==> src/rtl/snoop_line_pkg.sv <==
package snoop_line_pkg;

  localparam int STATE_W = 3;
  localparam int TRANS_W = 3;
  localparam int OP_W    = 2;
  localparam int BUS_W   = 2;

  typedef enum logic [STATE_W-1:0] {
    ST_I = 3'd0,
    ST_S = 3'd1,
    ST_E = 3'd2,
    ST_M = 3'd3
  } stable_e;

  typedef enum logic [TRANS_W-1:0] {
    TR_NONE  = 3'd0,
    TR_IS_AD = 3'd1,
    TR_IS_D  = 3'd2,
    TR_IM_AD = 3'd3,
    TR_IM_D  = 3'd4,
    TR_SM_AD = 3'd5,
    TR_MI_A  = 3'd6,
    TR_II_A  = 3'd7
  } trans_e;

  typedef enum logic [OP_W-1:0] {
    OP_LOAD  = 2'd0,
    OP_STORE = 2'd1,
    OP_REPL  = 2'd2
  } coreop_e;

  typedef enum logic [BUS_W-1:0] {
    BUS_GETS = 2'd0,
    BUS_GETM = 2'd1,
    BUS_PUTM = 2'd2
  } busop_e;

  // Foreign request recorded while a miss waits for data.
  typedef enum logic [1:0] {
    PEND_NONE = 2'd0,
    PEND_TO_S = 2'd1,
    PEND_TO_I = 2'd2
  } pend_e;

  typedef struct packed {
    logic    loadStable;
    stable_e nextStable;
    logic    loadTrans;
    trans_e  nextTrans;
    logic    captureShared;
    logic    loadPend;
    pend_e   nextPend;
    logic    done;
    logic    send;
    logic    sendMem;
  } strobes_t;

endpackage

==> src/rtl/snoop_line_dp.sv <==
module snoop_line_dp
  import snoop_line_pkg::*;
(
  input  logic                clk,
  input  logic                rstN,
  input  strobes_t            ctl,
  input  logic                sharedIn,
  input  logic                snoopValid,
  input  logic                snoopOwn,
  input  logic [BUS_W-1:0]    snoopType,
  output stable_e             stableQ,
  output trans_e              transQ,
  output logic                sharedQ,
  output pend_e               pendQ,
  output logic                busReqValid,
  output logic [BUS_W-1:0]    busReqType,
  output logic                coreReady,
  output logic                sharedOut,
  output logic                coreDone,
  output logic                dataSendValid,
  output logic                dataSendMem
);

  logic doneQ, sendQ, sendMemQ;

  always_ff @(posedge clk) begin
    if (!rstN) begin
      stableQ  <= ST_I;
      transQ   <= TR_NONE;
      sharedQ  <= 1'b0;
      pendQ    <= PEND_NONE;
      doneQ    <= 1'b0;
      sendQ    <= 1'b0;
      sendMemQ <= 1'b0;
    end else begin
      if (ctl.loadStable)    stableQ <= ctl.nextStable;
      if (ctl.loadTrans)     transQ  <= ctl.nextTrans;
      if (ctl.captureShared) sharedQ <= sharedIn;
      if (ctl.loadPend)      pendQ   <= ctl.nextPend;
      doneQ    <= ctl.done;
      sendQ    <= ctl.send;
      sendMemQ <= ctl.sendMem;
    end
  end

  // Request waiting for the bus, derived from the miss-tracking register.
  always_comb begin
    busReqValid = 1'b0;
    busReqType  = BUS_GETS;
    case (transQ)
      TR_IS_AD: begin
        busReqValid = 1'b1;
        busReqType  = BUS_GETS;
      end
      TR_IM_AD, TR_SM_AD: begin
        busReqValid = 1'b1;
        busReqType  = BUS_GETM;
      end
      TR_MI_A, TR_II_A: begin
        busReqValid = 1'b1;
        busReqType  = BUS_PUTM;
      end
      default: begin
        busReqValid = 1'b0;
        busReqType  = BUS_GETS;
      end
    endcase
  end

  assign coreReady     = (transQ == TR_NONE) && !snoopValid;
  assign sharedOut     = snoopValid && !snoopOwn && (snoopType == BUS_GETS)
                         && (stableQ != ST_I);
  assign coreDone      = doneQ;
  assign dataSendValid = sendQ;
  assign dataSendMem   = sendMemQ;

endmodule

==> src/rtl/snoop_line_fsm.sv <==
module snoop_line_fsm
  import snoop_line_pkg::*;
(
  input  stable_e          stableQ,
  input  trans_e           transQ,
  input  logic             sharedQ,
  input  pend_e            pendQ,
  input  logic             coreValid,
  input  logic [OP_W-1:0]  coreOp,
  input  logic             coreReady,
  input  logic             snoopValid,
  input  logic [BUS_W-1:0] snoopType,
  input  logic             snoopOwn,
  input  logic             dataRespValid,
  output strobes_t         ctl
);

  logic otherGetS, otherGetM, ownGetS, ownGetM, ownPutM, accept;

  assign otherGetS = snoopValid && !snoopOwn && (snoopType == BUS_GETS);
  assign otherGetM = snoopValid && !snoopOwn && (snoopType == BUS_GETM);
  assign ownGetS   = snoopValid &&  snoopOwn && (snoopType == BUS_GETS);
  assign ownGetM   = snoopValid &&  snoopOwn && (snoopType == BUS_GETM);
  assign ownPutM   = snoopValid &&  snoopOwn && (snoopType == BUS_PUTM);
  assign accept    = coreValid && coreReady;

  always_comb begin
    ctl = '0;
    ctl.nextStable = ST_I;
    ctl.nextTrans  = TR_NONE;
    ctl.nextPend   = PEND_NONE;

    case (transQ)
      TR_NONE: begin
        if (snoopValid && !snoopOwn) begin
          // Foreign request against a stable line.
          case (stableQ)
            ST_E: begin
              if (otherGetS) begin
                ctl.loadStable = 1'b1; ctl.nextStable = ST_S;
              end else if (otherGetM) begin
                ctl.loadStable = 1'b1; ctl.nextStable = ST_I;
              end
            end
            ST_S: begin
              if (otherGetM) begin
                ctl.loadStable = 1'b1; ctl.nextStable = ST_I;
              end
            end
            ST_M: begin
              if (otherGetS) begin
                ctl.loadStable = 1'b1; ctl.nextStable = ST_S;
                ctl.send = 1'b1; ctl.sendMem = 1'b1;
              end else if (otherGetM) begin
                ctl.loadStable = 1'b1; ctl.nextStable = ST_I;
                ctl.send = 1'b1; ctl.sendMem = 1'b0;
              end
            end
            default: ;
          endcase
        end else if (accept) begin
          case (coreop_e'(coreOp))
            OP_LOAD: begin
              if (stableQ == ST_I) begin
                ctl.loadTrans = 1'b1; ctl.nextTrans = TR_IS_AD;
              end else begin
                ctl.done = 1'b1;
              end
            end
            OP_STORE: begin
              case (stableQ)
                ST_I: begin
                  ctl.loadTrans = 1'b1; ctl.nextTrans = TR_IM_AD;
                end
                ST_S: begin
                  ctl.loadTrans = 1'b1; ctl.nextTrans = TR_SM_AD;
                end
                ST_E: begin
                  ctl.loadStable = 1'b1; ctl.nextStable = ST_M;
                  ctl.done = 1'b1;
                end
                default: ctl.done = 1'b1;
              endcase
            end
            OP_REPL: begin
              case (stableQ)
                ST_M: begin
                  ctl.loadTrans = 1'b1; ctl.nextTrans = TR_MI_A;
                end
                ST_S, ST_E: begin
                  ctl.loadStable = 1'b1; ctl.nextStable = ST_I;
                  ctl.done = 1'b1;
                end
                default: ctl.done = 1'b1;
              endcase
            end
            default: ;
          endcase
        end
      end

      TR_IS_AD: begin
        if (ownGetS) begin
          ctl.loadTrans = 1'b1; ctl.nextTrans = TR_IS_D;
          ctl.captureShared = 1'b1;
          ctl.loadPend = 1'b1; ctl.nextPend = PEND_NONE;
        end
      end

      TR_IS_D: begin
        if (dataRespValid) begin
          ctl.loadTrans = 1'b1; ctl.nextTrans = TR_NONE;
          ctl.loadStable = 1'b1;
          if (pendQ == PEND_TO_I)                    ctl.nextStable = ST_I;
          else if (sharedQ || pendQ == PEND_TO_S)    ctl.nextStable = ST_S;
          else                                       ctl.nextStable = ST_E;
          ctl.loadPend = 1'b1; ctl.nextPend = PEND_NONE;
          ctl.done = 1'b1;
        end else if (otherGetM) begin
          ctl.loadPend = 1'b1; ctl.nextPend = PEND_TO_I;
        end else if (otherGetS && pendQ == PEND_NONE) begin
          ctl.loadPend = 1'b1; ctl.nextPend = PEND_TO_S;
        end
      end

      TR_IM_AD: begin
        if (ownGetM) begin
          ctl.loadTrans = 1'b1; ctl.nextTrans = TR_IM_D;
          ctl.loadPend = 1'b1; ctl.nextPend = PEND_NONE;
        end
      end

      TR_IM_D: begin
        if (dataRespValid) begin
          ctl.loadTrans = 1'b1; ctl.nextTrans = TR_NONE;
          ctl.loadStable = 1'b1;
          ctl.done = 1'b1;
          ctl.loadPend = 1'b1; ctl.nextPend = PEND_NONE;
          case (pendQ)
            PEND_TO_I: begin
              ctl.nextStable = ST_I; ctl.send = 1'b1; ctl.sendMem = 1'b0;
            end
            PEND_TO_S: begin
              ctl.nextStable = ST_S; ctl.send = 1'b1; ctl.sendMem = 1'b1;
            end
            default: ctl.nextStable = ST_M;
          endcase
        end else if (otherGetM) begin
          ctl.loadPend = 1'b1; ctl.nextPend = PEND_TO_I;
        end else if (otherGetS && pendQ == PEND_NONE) begin
          ctl.loadPend = 1'b1; ctl.nextPend = PEND_TO_S;
        end
      end

      TR_SM_AD: begin
        if (ownGetM) begin
          ctl.loadTrans = 1'b1; ctl.nextTrans = TR_IM_D;
          ctl.loadStable = 1'b1; ctl.nextStable = ST_I;
          ctl.loadPend = 1'b1; ctl.nextPend = PEND_NONE;
        end else if (otherGetM) begin
          ctl.loadTrans = 1'b1; ctl.nextTrans = TR_IM_AD;
          ctl.loadStable = 1'b1; ctl.nextStable = ST_I;
        end
      end

      TR_MI_A: begin
        if (ownPutM) begin
          ctl.loadTrans = 1'b1; ctl.nextTrans = TR_NONE;
          ctl.loadStable = 1'b1; ctl.nextStable = ST_I;
          ctl.send = 1'b1; ctl.sendMem = 1'b1;
          ctl.done = 1'b1;
        end else if (otherGetM) begin
          ctl.loadTrans = 1'b1; ctl.nextTrans = TR_II_A;
          ctl.loadStable = 1'b1; ctl.nextStable = ST_I;
          ctl.send = 1'b1; ctl.sendMem = 1'b0;
        end else if (otherGetS) begin
          ctl.loadTrans = 1'b1; ctl.nextTrans = TR_II_A;
          ctl.loadStable = 1'b1; ctl.nextStable = ST_I;
          ctl.send = 1'b1; ctl.sendMem = 1'b1;
        end
      end

      TR_II_A: begin
        if (ownPutM) begin
          ctl.loadTrans = 1'b1; ctl.nextTrans = TR_NONE;
          ctl.done = 1'b1;
        end
      end

      default: ;
    endcase
  end

endmodule

==> src/rtl/snoop_line_ctrl.sv <==
module snoop_line_ctrl
  import snoop_line_pkg::*;
(
  input  logic             clk,
  input  logic             rstN,
  input  logic             coreValid,
  input  logic [OP_W-1:0]  coreOp,
  output logic             coreReady,
  output logic             coreDone,
  input  logic             snoopValid,
  input  logic [BUS_W-1:0] snoopType,
  input  logic             snoopOwn,
  input  logic             sharedIn,
  output logic             sharedOut,
  input  logic             dataRespValid,
  output logic             busReqValid,
  output logic [BUS_W-1:0] busReqType,
  output logic             dataSendValid,
  output logic             dataSendMem
);

  strobes_t ctl;
  stable_e  stableQ;
  trans_e   transQ;
  logic     sharedQ;
  pend_e    pendQ;

  snoop_line_fsm fsm_i (
    .stableQ       (stableQ),
    .transQ        (transQ),
    .sharedQ       (sharedQ),
    .pendQ         (pendQ),
    .coreValid     (coreValid),
    .coreOp        (coreOp),
    .coreReady     (coreReady),
    .snoopValid    (snoopValid),
    .snoopType     (snoopType),
    .snoopOwn      (snoopOwn),
    .dataRespValid (dataRespValid),
    .ctl           (ctl)
  );

  snoop_line_dp dp_i (
    .clk           (clk),
    .rstN          (rstN),
    .ctl           (ctl),
    .sharedIn      (sharedIn),
    .snoopValid    (snoopValid),
    .snoopOwn      (snoopOwn),
    .snoopType     (snoopType),
    .stableQ       (stableQ),
    .transQ        (transQ),
    .sharedQ       (sharedQ),
    .pendQ         (pendQ),
    .busReqValid   (busReqValid),
    .busReqType    (busReqType),
    .coreReady     (coreReady),
    .sharedOut     (sharedOut),
    .coreDone      (coreDone),
    .dataSendValid (dataSendValid),
    .dataSendMem   (dataSendMem)
  );

endmodule

==> config.mk <==
export PLATFORM = sky130hd
export DESIGN_NAME = snoop_line_ctrl
export DESIGN_NICKNAME = d
export VERILOG_FILES = /design/src/rtl/snoop_line_pkg.sv /design/src/rtl/snoop_line_dp.sv /design/src/rtl/snoop_line_fsm.sv /design/src/rtl/snoop_line_ctrl.sv
export SDC_FILE = /design/constraint.sdc
export NUM_CORES = 1
export LEC_CHECK = 0
export ABC_AREA = 1
export BUFFER_PORTS_ARGS = -buffer_cell sky130_fd_sc_hd__clkbuf_2
export CAP_MARGIN = 20
export CORE_UTILIZATION = 45
export DETAILED_ROUTE_END_ITERATION = 7
export PLACE_DENSITY = 0.63
export SETUP_SLACK_MARGIN = 0.02
export SYNTH_ARGS = -nofsm -noshare
export SYNTH_HDL_FRONTEND = slang
export SYNTH_SLANG_ARGS = --single-unit
==> constraint.sdc <==
create_clock -name clk -period 2.8 [get_ports clk]
set_clock_uncertainty 0.1 [all_clocks]
set_input_delay 0.28 -clock clk [delete_from_list [all_inputs] [get_ports clk]]
set_output_delay 0.28 -clock clk [all_outputs]
set_load 0.03 [all_outputs]
==> results of run 1 <==
## worst max-delay path, stage by stage (launching register included)
cell and delay (ns):
dfxtp_1 0.38, inv_1 0.11, ha_1 0.23, nor2_1 0.12, clkbuf_2 0.21
## power groups by stage
stage	Combinational, mW	Sequential [mW]	Clock, mW
final	0.117	0.170	0.112
after global routing	0.135	0.171	0.123
after CTS	0.117	0.170	0.114
after detailed placement	0.116	0.174	0
after global placement	0.115	0.174	0
after floorplan	0.0822	0.173	0
## placed cells by master, fill, tap and decap left out
| master | Yosys | layout |
|---|---|---|
| o211ai_2 | 1 | 1 |
| o21a_1 | 1 | 1 |
| clkbuf_1 | 0 | 1 |
| ha_1 | 12 | 12 |
| o221ai_1 | 1 | 1 |
| clkbuf_2 | 0 | 18 |
| and2_1 | 2 | 2 |
| o311ai_0 | 2 | 2 |
| nor2_1 | 29 | 29 |
| nor2_4 | 1 | 1 |
| nor3_1 | 2 | 2 |
| nand2_1 | 40 | 40 |
| a31oi_1 | 1 | 1 |
| dfxtp_1 | 11 | 11 |
| o21ai_0 | 6 | 6 |
| nand3_1 | 15 | 15 |
| inv_1 | 34 | 34 |
| nand4_1 | 3 | 3 |
| nand2_2 | 5 | 5 |
| a21oi_1 | 10 | 10 |
| inv_2 | 1 | 1 |
| nor2_2 | 3 | 3 |
| nand3_2 | 1 | 1 |
| nor3_4 | 1 | 1 |
| clkbuf_4 | 0 | 3 |
## how the worst min path moves through the flow
stage | end | slack, ns | cells after the start
detailed placement | dp_i.pendQ[0] | 0.38 | 2
global placement | dp_i.pendQ[0] | 0.37 | 2
CTS | dp_i.sharedQ | 0.16 | 3
global route | dp_i.stableQ[1] | 0.20 | 3
floorplan | dp_i.dataSendMem | 0.28 | 2
finish | dp_i.sharedQ | 0.16 | 3
## kinds of logic after synthesis
family,Yosys count,share of synthesized area [%]
compound gates,22,12.0
flops,11,19.9
simple gates,102,41.9
buf+inv,36,12.6
fa+ha+maj,12,13.6
## sequential cells by signal, summed over array words and instances (netlist names)
name / flops
dp_i.stableQ: 2
dp_i.transQ: 3
dp_i.dataSendValid: 1
dp_i.dataSendMem: 1
dp_i.coreDone: 1
dp_i.sharedQ: 1
dp_i.pendQ: 2
## cell type report
class,count,area (um^2)
Clock buffer,4,26.3
Fill cell,252,1010
Inverter,35,131
Multi-Input combinational cell,136,746
Sequential cell,11,220
Tap cell,28,35.0
Timing Repair Buffer,18,90.1
## metal layers
metal,wire length (um),GRT usage (%),vias up
met1,1290,30.7,506
met3,94,3.51,4
li1,-,-,619
met5,0,0,-
met2,1220,40.9,28
met4,27,6.76,0
## per-stage QoR
stage                     hold WS, ns  worst slack, ns  cells
after floorplan                 0.278             1.34    183
after global placement          0.374             1.14    228
after detailed placement        0.378             1.15    228
after CTS                       0.155             1.09    232
after global routing            0.195             1.01    232
final                           0.159             1.11    232
==> flow_metrics.env, run 1 <==
export IMPL_status="finished, final reports clean"
export IMPL_numPortBuffers=18
export IMPL_utilization_pct=55.4
export IMPL_via_count=1157
export IMPL_cts_buffers=3
export IMPL_synth_cell_types=23
export IMPL_pwr_density_cell_nw_per_um2=320
export IMPL_synth_edf_count=0
export IMPL_htreeDepth=1
export IMPL_avgSynthCellArea_um2=6.04
export IMPL_netlist_area_um2=1100
export IMPL_max_cap_violations=0
export IMPL_cts_hold_buf=0
export IMPL_io_pins=19
export IMPL_p_comb_share_pct=29.3
export IMPL_clkSinkCount=11
export IMPL_ys_top_cells_by_area="dfxtp_1, ha_1, nand2_1"
export IMPL_yosys_area_top_type_share_pct=19.9
export IMPL_detail_route_antenna_nets=0
export IMPL_tns_ns=0
export IMPL_required_ns=2.42
export IMPL_ctsResizeCount=0
export IMPL_p_seq_share_pct=42.5
export IMPL_die_area_um2=2660
export IMPL_place_area_um2=1220
export IMPL_grt_overflow=0
export IMPL_start_util_pct=49.0
export IMPL_synth_top_area_cell="dfxtp_1"
export IMPL_cp_start_kind="flop"
export IMPL_design_area_um2=1250
export IMPL_die_y_um=51.6
export IMPL_die_width_um=51.6
export IMPL_period_minus_slack_ns=1.69
export IMPL_p_total_mw=0.400
export IMPL_area_growth_pct=13.0
export IMPL_rrSetupSlack_ns=1.21
export IMPL_track_usage_pct=23.8
export IMPL_power_switching_mw=0.143
export IMPL_ir_drop_uv=162
export IMPL_hp_class="input pin to flop"
export IMPL_clk_insertion_delay_late_ns=0.27
export IMPL_cp_end_kind="output port"
export IMPL_clock_path_buffers=2
export IMPL_hold_viol_final=0
export IMPL_crit_fanout=4
export IMPL_grt_pass1_wl_um=4780
export IMPL_num_rows=17
export IMPL_cts_root_buf="clkbuf_4"
export IMPL_yosysMostFrequentCell="nand2_1"
export IMPL_rsz0062_at_grt="false"
export IMPL_core_um2=2250
export IMPL_r2r_end="dp_i.stableQ[0]"
export IMPL_drc=0
export IMPL_ys_seq_area_share_pct=19.9
export IMPL_grt_start_max_net_pins=9
export IMPL_post_cts_buffers=0
export IMPL_synth_seq_cells=11
export IMPL_startpoint="dp_i.stableQ[1]"
export IMPL_slew_headroom_pct=77.5
export IMPL_yosysWarnings=0
export IMPL_first_iter_violations=25
export IMPL_routed_wl_um=2640
export IMPL_fin_crit_sh_pct=60.5
export IMPL_cts_tree="yes"
export IMPL_num_antenna_cells=0
export IMPL_power_frac_clock_pct=28.1
export IMPL_antenna_found_initial=0
export IMPL_drv_slew=0
export IMPL_crit_path_end="sharedOut"
export IMPL_grt_pass1_vias=1110
export IMPL_ff2ff_path_depth=10
export IMPL_worstHoldStart="sharedIn"
export IMPL_ys_flop_type="dfxtp_1"
export IMPL_hpwl_um=2160
export IMPL_r2r_start="dp_i.stableQ[0]"
export IMPL_first_pass_iters=4
export IMPL_cp_arrival_ns=1.31
export IMPL_async_reset_ff_share_pct=0
export IMPL_finalSetupViolations=0
export IMPL_synth_nets=206
export IMPL_cts_clk_slew_worst_paths_ns=0.07
export IMPL_ys_top_cells_by_count="nand2_1, inv_1, nor2_1"
export IMPL_syn_inst=183
export IMPL_p_int_mw=0.257
export IMPL_clock_fmax_mhz=590
export IMPL_layout_drive_gt1_share_pct=16.7
export IMPL_leakage_nw=0.662
export IMPL_swShare_pct=35.9
export IMPL_nNetsFinal=228
export IMPL_gp_congestion=0.848
export IMPL_wire_per_inst_um=11.4
export IMPL_worst_pin_slew_ns=0.333
export IMPL_viasPerCell=4.99
export IMPL_crit_type="flop to output port"
(Power assumes the default switching activity.)
==> inputs of run 2 (changes only) <==
- clock period: 2.8 -> 1.65 ns (I/O delays scaled with it)
==> run 2 against run 1 <==
Global-route usage increased by 0.31 points. Wire length increased by 5.4%. Count of clock-buffer cells in the layout unchanged. Critical path depth increased by 6. Setup slack got worse by 0.96 ns. Largest power group unchanged.
==> flow_metrics.env, run 2 (same netlist as run 1, synthesis figures left out) <==
export IMPL_status="finished, final reports clean"
export IMPL_largest_reg_flops=3
export IMPL_antenna_found_initial=0
export IMPL_top_regs="dp_i.transQ (3), dp_i.pendQ (2), dp_i.stableQ (2)"
export IMPL_routed_wl_um=2780
export IMPL_tns_ns=0
export IMPL_cp_start_kind="flop"
export IMPL_die_width_um=51.6
export IMPL_cp_end_kind="flop"
export IMPL_cts_tree="yes"
export IMPL_rrSetupSlack_ns=0.15
export IMPL_detail_route_antenna_nets=0
export IMPL_largest_register="dp_i.transQ"
export IMPL_first_pass_iters=6
export IMPL_grt_start_max_net_pins=8
export IMPL_via_count=1213
export IMPL_required_ns=1.71
export IMPL_max_cap_violations=0
export IMPL_pwr_density_cell_nw_per_um2=534
export IMPL_crit_fanout=4
export IMPL_cts_clk_slew_worst_paths_ns=0.08
export IMPL_hp_class="input pin to flop"
export IMPL_core_um2=2250
export IMPL_cts_root_buf="clkbuf_4"
export IMPL_fin_crit_sh_pct=91.1
export IMPL_grt_pass1_wl_um=4770
export IMPL_post_cts_buffers=0
export IMPL_drv_slew=0
export IMPL_nNetsFinal=230
export IMPL_finalSetupViolations=0
export IMPL_htreeDepth=1
export IMPL_start_util_pct=49.0
export IMPL_gp_congestion=0.864
export IMPL_grt_overflow=0
export IMPL_grt_pass1_vias=1083
export IMPL_leakage_nw=0.678
export IMPL_numPortBuffers=18
export IMPL_cts_buffers=3
export IMPL_area_growth_pct=16.3
export IMPL_layout_drive_gt1_share_pct=21.8
export IMPL_cp_arrival_ns=1.57
export IMPL_period_minus_slack_ns=1.50
export IMPL_final_cell_mix="nand2_1, inv_1, nor2_1, clkbuf_2, nand3_1"
export IMPL_crit_type="flop to flop"
export IMPL_layout_commonest_cell="nand2_1"
export IMPL_wire_per_inst_um=11.9
export IMPL_die_y_um=51.6
export IMPL_first_iter_violations=34
export IMPL_io_pins=19
export IMPL_num_antenna_cells=0
export IMPL_ir_drop_uv=290
export IMPL_rsz0062_at_grt="false"
export IMPL_worst_pin_slew_ns=0.389
export IMPL_drc=0
export IMPL_clkSinkCount=11
export IMPL_die_area_um2=2660
export IMPL_whs_ns=0.0530
export IMPL_slew_headroom_pct=74.0
export IMPL_clock_path_buffers=2
export IMPL_clk_insertion_delay_late_ns=0.27
export IMPL_hpwl_um=2330
export IMPL_track_usage_pct=24.1
export IMPL_hold_viol_final=0
export IMPL_viasPerCell=5.18
export IMPL_num_rows=17
export IMPL_clock_fmax_mhz=665
## run 2: changes by cell type in the layout (fill, tap and decap cells not counted), moves of 2 or more
cell / before / now
o21ai_0: 6 / 4
buf_4: 0 / 2
dfxtp_1: 11 / 7
dfxtp_2: 0 / 4
o21ai_1: 0 / 2
nor2_1: 29 / 27
## run 2: path summary, 6_finish.rpt
check,from,endpoint,cells past startpoint
hold / removal,sharedIn,dp_i.sharedQ,3
setup / recovery,dp_i.stableQ[0],dp_i.stableQ[1],10
setup reg to reg,dp_i.stableQ[0],dp_i.stableQ[1],10
hold reg to reg,dp_i.sharedQ,dp_i.sharedQ,2
## run 2: worst max-delay path, cell delays in order (launching register included)
cell and delay, ns:
dfxtp_2 0.36, inv_2 0.06, ha_1 0.29, nand2_1 0.09
a21oi_2 0.06, nand2_1 0.06, nand2_1 0.08, nor2_4 0.14
nand2_1 0.06, nand2_1 0.05, nor2_1 0.04
## run 2: repair_timing
action | in CTS | in global routing
endpoints found under the setup margin | 0 | 7
hold endpoints to repair | 0 | 0
hold buffers | 0 | 0
gates resized for setup | 0 | 13
## run 2: cell type report
type                       count  area (um^2)
clock buffer                   4         26.3
multi-input combinational    136          762
sequential                    11          225
tap                           28         35.0
timing repair buffer          20          105
inverter                      35          131
fill                         258          970
## run 2: metal layers
layer,global-route usage [%],vias up,part of all wire (%)
met2,41.3,38,49
met5,0,-,0
met1,31.6,546,46
li1,-,625,-
met3,3.51,4,4.1
met4,5.86,0,1.4
## run 2: power breakdown
group	switching, mW	internal, mW	total, mW	leakage [nW]
Combinational	0.141	0.0708	0.212	0.572
Clock	0.0930	0.0934	0.186	0.0150
Sequential	0.0113	0.277	0.288	0.0908
## run 2: through the flow
| step | power [mW] | area (um^2) | std cells | worst slack [ns] | util (%) |
|---|---|---|---|---|---|
| after CTS | 0.680 | 1260 | 234 | 0.0473 | 56.0 |
| after detailed placement | 0.496 | 1240 | 230 | 0.0750 | 54.9 |
| after global placement | 0.494 | 1240 | 230 | 0.0872 | 54.9 |
| after global routing | 0.738 | 1280 | 234 | 0.0239 | 57.0 |
| after floorplan | 0.434 | 1100 | 183 | 0.194 | - |
| final | 0.687 | 1280 | 234 | 0.147 | 57.0 |
==> inputs of run 3 (changes only) <==
- clock period: 1.65 -> 1.8 ns (I/O delays scaled with it)
==> run 3 against run 2 <==
Sequential power decreased by 8.3%. First-iteration DRC count increased by 5.9%. Core utilization decreased by 1.3 points. Die area unchanged. Via count decreased by 3.2%. Count of clock-buffer cells in the layout unchanged.
==> flow_metrics.env, run 3 (same netlist as run 1, synthesis figures left out) <==
export IMPL_post_place_ws_ns=0.202
export IMPL_cpMostUsedCell="nand2_1"
export IMPL_core_um2=2250
export IMPL_final_cells=232
export IMPL_required_ns=1.87
export IMPL_place_area_um2=1220
export IMPL_antenna_found_initial=0
export IMPL_critPathBufInv=1
export IMPL_cts_root_buf="clkbuf_4"
export IMPL_p_comb_share_pct=29.0
export IMPL_cts_tree="yes"
export IMPL_cp_end_kind="flop"
export IMPL_power_frac_clock_pct=29.5
export IMPL_largest_reg_flops=3
export IMPL_crit_type="flop to flop"
export IMPL_gp_congestion=0.894
export IMPL_finalSetupViolations=0
export IMPL_start_util_pct=49.0
export IMPL_die_y_um=51.6
export IMPL_num_antenna_cells=0
export IMPL_p_total_mw=0.636
export IMPL_viasPerCell=5.06
export IMPL_status="finished, final reports clean"
export IMPL_path_delay_family="simple AND/OR/NAND/NOR gates"
export IMPL_cts_hold_buf=0
export IMPL_worst_pin_slew_ns=0.358
export IMPL_layout_drive_gt1_share_pct=17.2
export IMPL_clock_path_buffers=2
export IMPL_hp_class="input pin to flop"
export IMPL_rrSetupSlack_ns=0.18
export IMPL_track_usage_pct=23.7
export IMPL_tns_ns=0
export IMPL_swShare_pct=37.1
export IMPL_area_growth_pct=13.6
export IMPL_r2r_end="dp_i.pendQ[0]"
export IMPL_numPortBuffers=18
export IMPL_crit_path_cell_trace="inv_2, nor3_1, nand2_1, nand2_1, nor2_1, and2_1, nand2_1, a21oi_1"
export IMPL_ir_drop_uv=213
export IMPL_clk_insertion_delay_late_ns=0.29
export IMPL_via_count=1174
export IMPL_first_pass_iters=5
export IMPL_p_seq_share_pct=41.5
export IMPL_detail_route_antenna_nets=0
export IMPL_drc=0
export IMPL_max_stage_delay_ns=0.45
export IMPL_io_pins=19
export IMPL_num_rows=17
export IMPL_leakage_nw=0.665
export IMPL_cp_num_cells=8
export IMPL_die_area_um2=2660
export IMPL_period_minus_slack_ns=1.62
export IMPL_grt_overflow=0
export IMPL_largest_register="dp_i.transQ"
export IMPL_fin_crit_sh_pct=89.8
export IMPL_die_width_um=51.6
export IMPL_drv_slew=0
export IMPL_max_cap_violations=0
export IMPL_wire_per_inst_um=11.6
export IMPL_first_iter_violations=36
export IMPL_design_area_um2=1250
export IMPL_cts_clk_slew_worst_paths_ns=0.08
export IMPL_p_int_mw=0.401
export IMPL_top_regs="dp_i.transQ (3), dp_i.pendQ (2), dp_i.stableQ (2)"
export IMPL_hold_path_end="dp_i.sharedQ"
export IMPL_whs_ns=0.0444
export IMPL_power_switching_mw=0.236
export IMPL_r2r_start="dp_i.transQ[0]"
export IMPL_hpwl_um=2280
export IMPL_clkSinkCount=11
export IMPL_timing_final_ws_setup_ns=0.184
export IMPL_cts_buffers=3
export IMPL_fillCellCount=256
export IMPL_ff2ff_path_depth=8
export IMPL_slew_headroom_pct=76.1
export IMPL_pwr_density_cell_nw_per_um2=507
export IMPL_rsz0062_at_grt="false"
export IMPL_worstHoldStart="sharedIn"
export IMPL_holdPathStages=3
export IMPL_grt_pass1_wl_um=4660
export IMPL_clock_fmax_mhz=619
export IMPL_crit_fanout=6
export IMPL_htreeDepth=1
export IMPL_final_cell_mix="nand2_1, inv_1, nor2_1, clkbuf_2, nand3_1"
export IMPL_grt_start_max_net_pins=9
export IMPL_grt_pass1_vias=1115
export IMPL_cp_start_kind="flop"
export IMPL_cp_arrival_ns=1.69
export IMPL_dp_cells=228
export IMPL_routed_wl_um=2700
export IMPL_slowest_stage="dfxtp_1"
export IMPL_hold_viol_final=0
export IMPL_layout_commonest_cell="nand2_1"
export IMPL_nNetsFinal=228
export IMPL_utilization_pct=55.7
[run 3: cell count changes in the layout (fill, tap and decap cells not counted), sizes merged]
| cell | change |
|---|---|
| buf | -3 |
| clkbuf | +1 |
[run 3: cell type report]
| cell class | count | area, um^2 | area share, % |
|---|---|---|---|
| sequential | 11 | 221 | 17.6 |
| timing repair buffer | 18 | 90.1 | 7.18 |
| clock buffer | 4 | 26.3 | 2.09 |
| inverter | 35 | 131 | 10.5 |
| multi-input combinational | 136 | 751 | 59.8 |
| tap | 28 | 35.0 | 2.79 |
[run 3: power by group through the flow]
| stage | clock network (mW) | registers (mW) | logic, mW |
|---|---|---|---|
| after global placement | 0 | 0.269 | 0.181 |
| after detailed placement | 0 | 0.269 | 0.182 |
| final | 0.188 | 0.264 | 0.184 |
| after CTS | 0.183 | 0.264 | 0.184 |
| after global routing | 0.201 | 0.266 | 0.210 |
| after floorplan | 0 | 0.270 | 0.128 |
[run 3: worst max path at each step]
stage | endpoint | start | slack (ns)
6_report | dp_i.pendQ[0] | dp_i.transQ[0] | 0.18
5_1_grt | dp_i.stableQ[1] | dp_i.stableQ[1] | 0.03
4_1_cts | dp_i.stableQ[0] | dp_i.stableQ[0] | 0.18
3_5_place_dp | dp_i.stableQ[0] | dp_i.stableQ[0] | 0.20
3_3_place_gp | dp_i.stableQ[1] | dp_i.stableQ[0] | 0.20
2_1_floorplan | dp_i.transQ[1] | dp_i.transQ[1] | 0.34
[run 3: metal layers]
layer	wire length (um)	part of all wire, %	global-route usage, %	vias to the layer above
met5	0	0	0	-
met4	38	1.4	7.66	0
met3	119	4.4	4.39	6
met2	1320	49	41.6	27
met1	1220	45	28.9	526
li1	-	-	-	615
[run 3: timing repair]
item | CTS | global route
setup buffers | 0 | 0
resized for setup | 0 | 2
endpoints found under the hold margin | 0 | 0
endpoints found under the setup margin | 0 | 2
[run 3: worst min-delay path, cell delays in order]
cell      delay, ns
clkbuf_2       0.08
nand3_1        0.07
a21oi_1        0.06
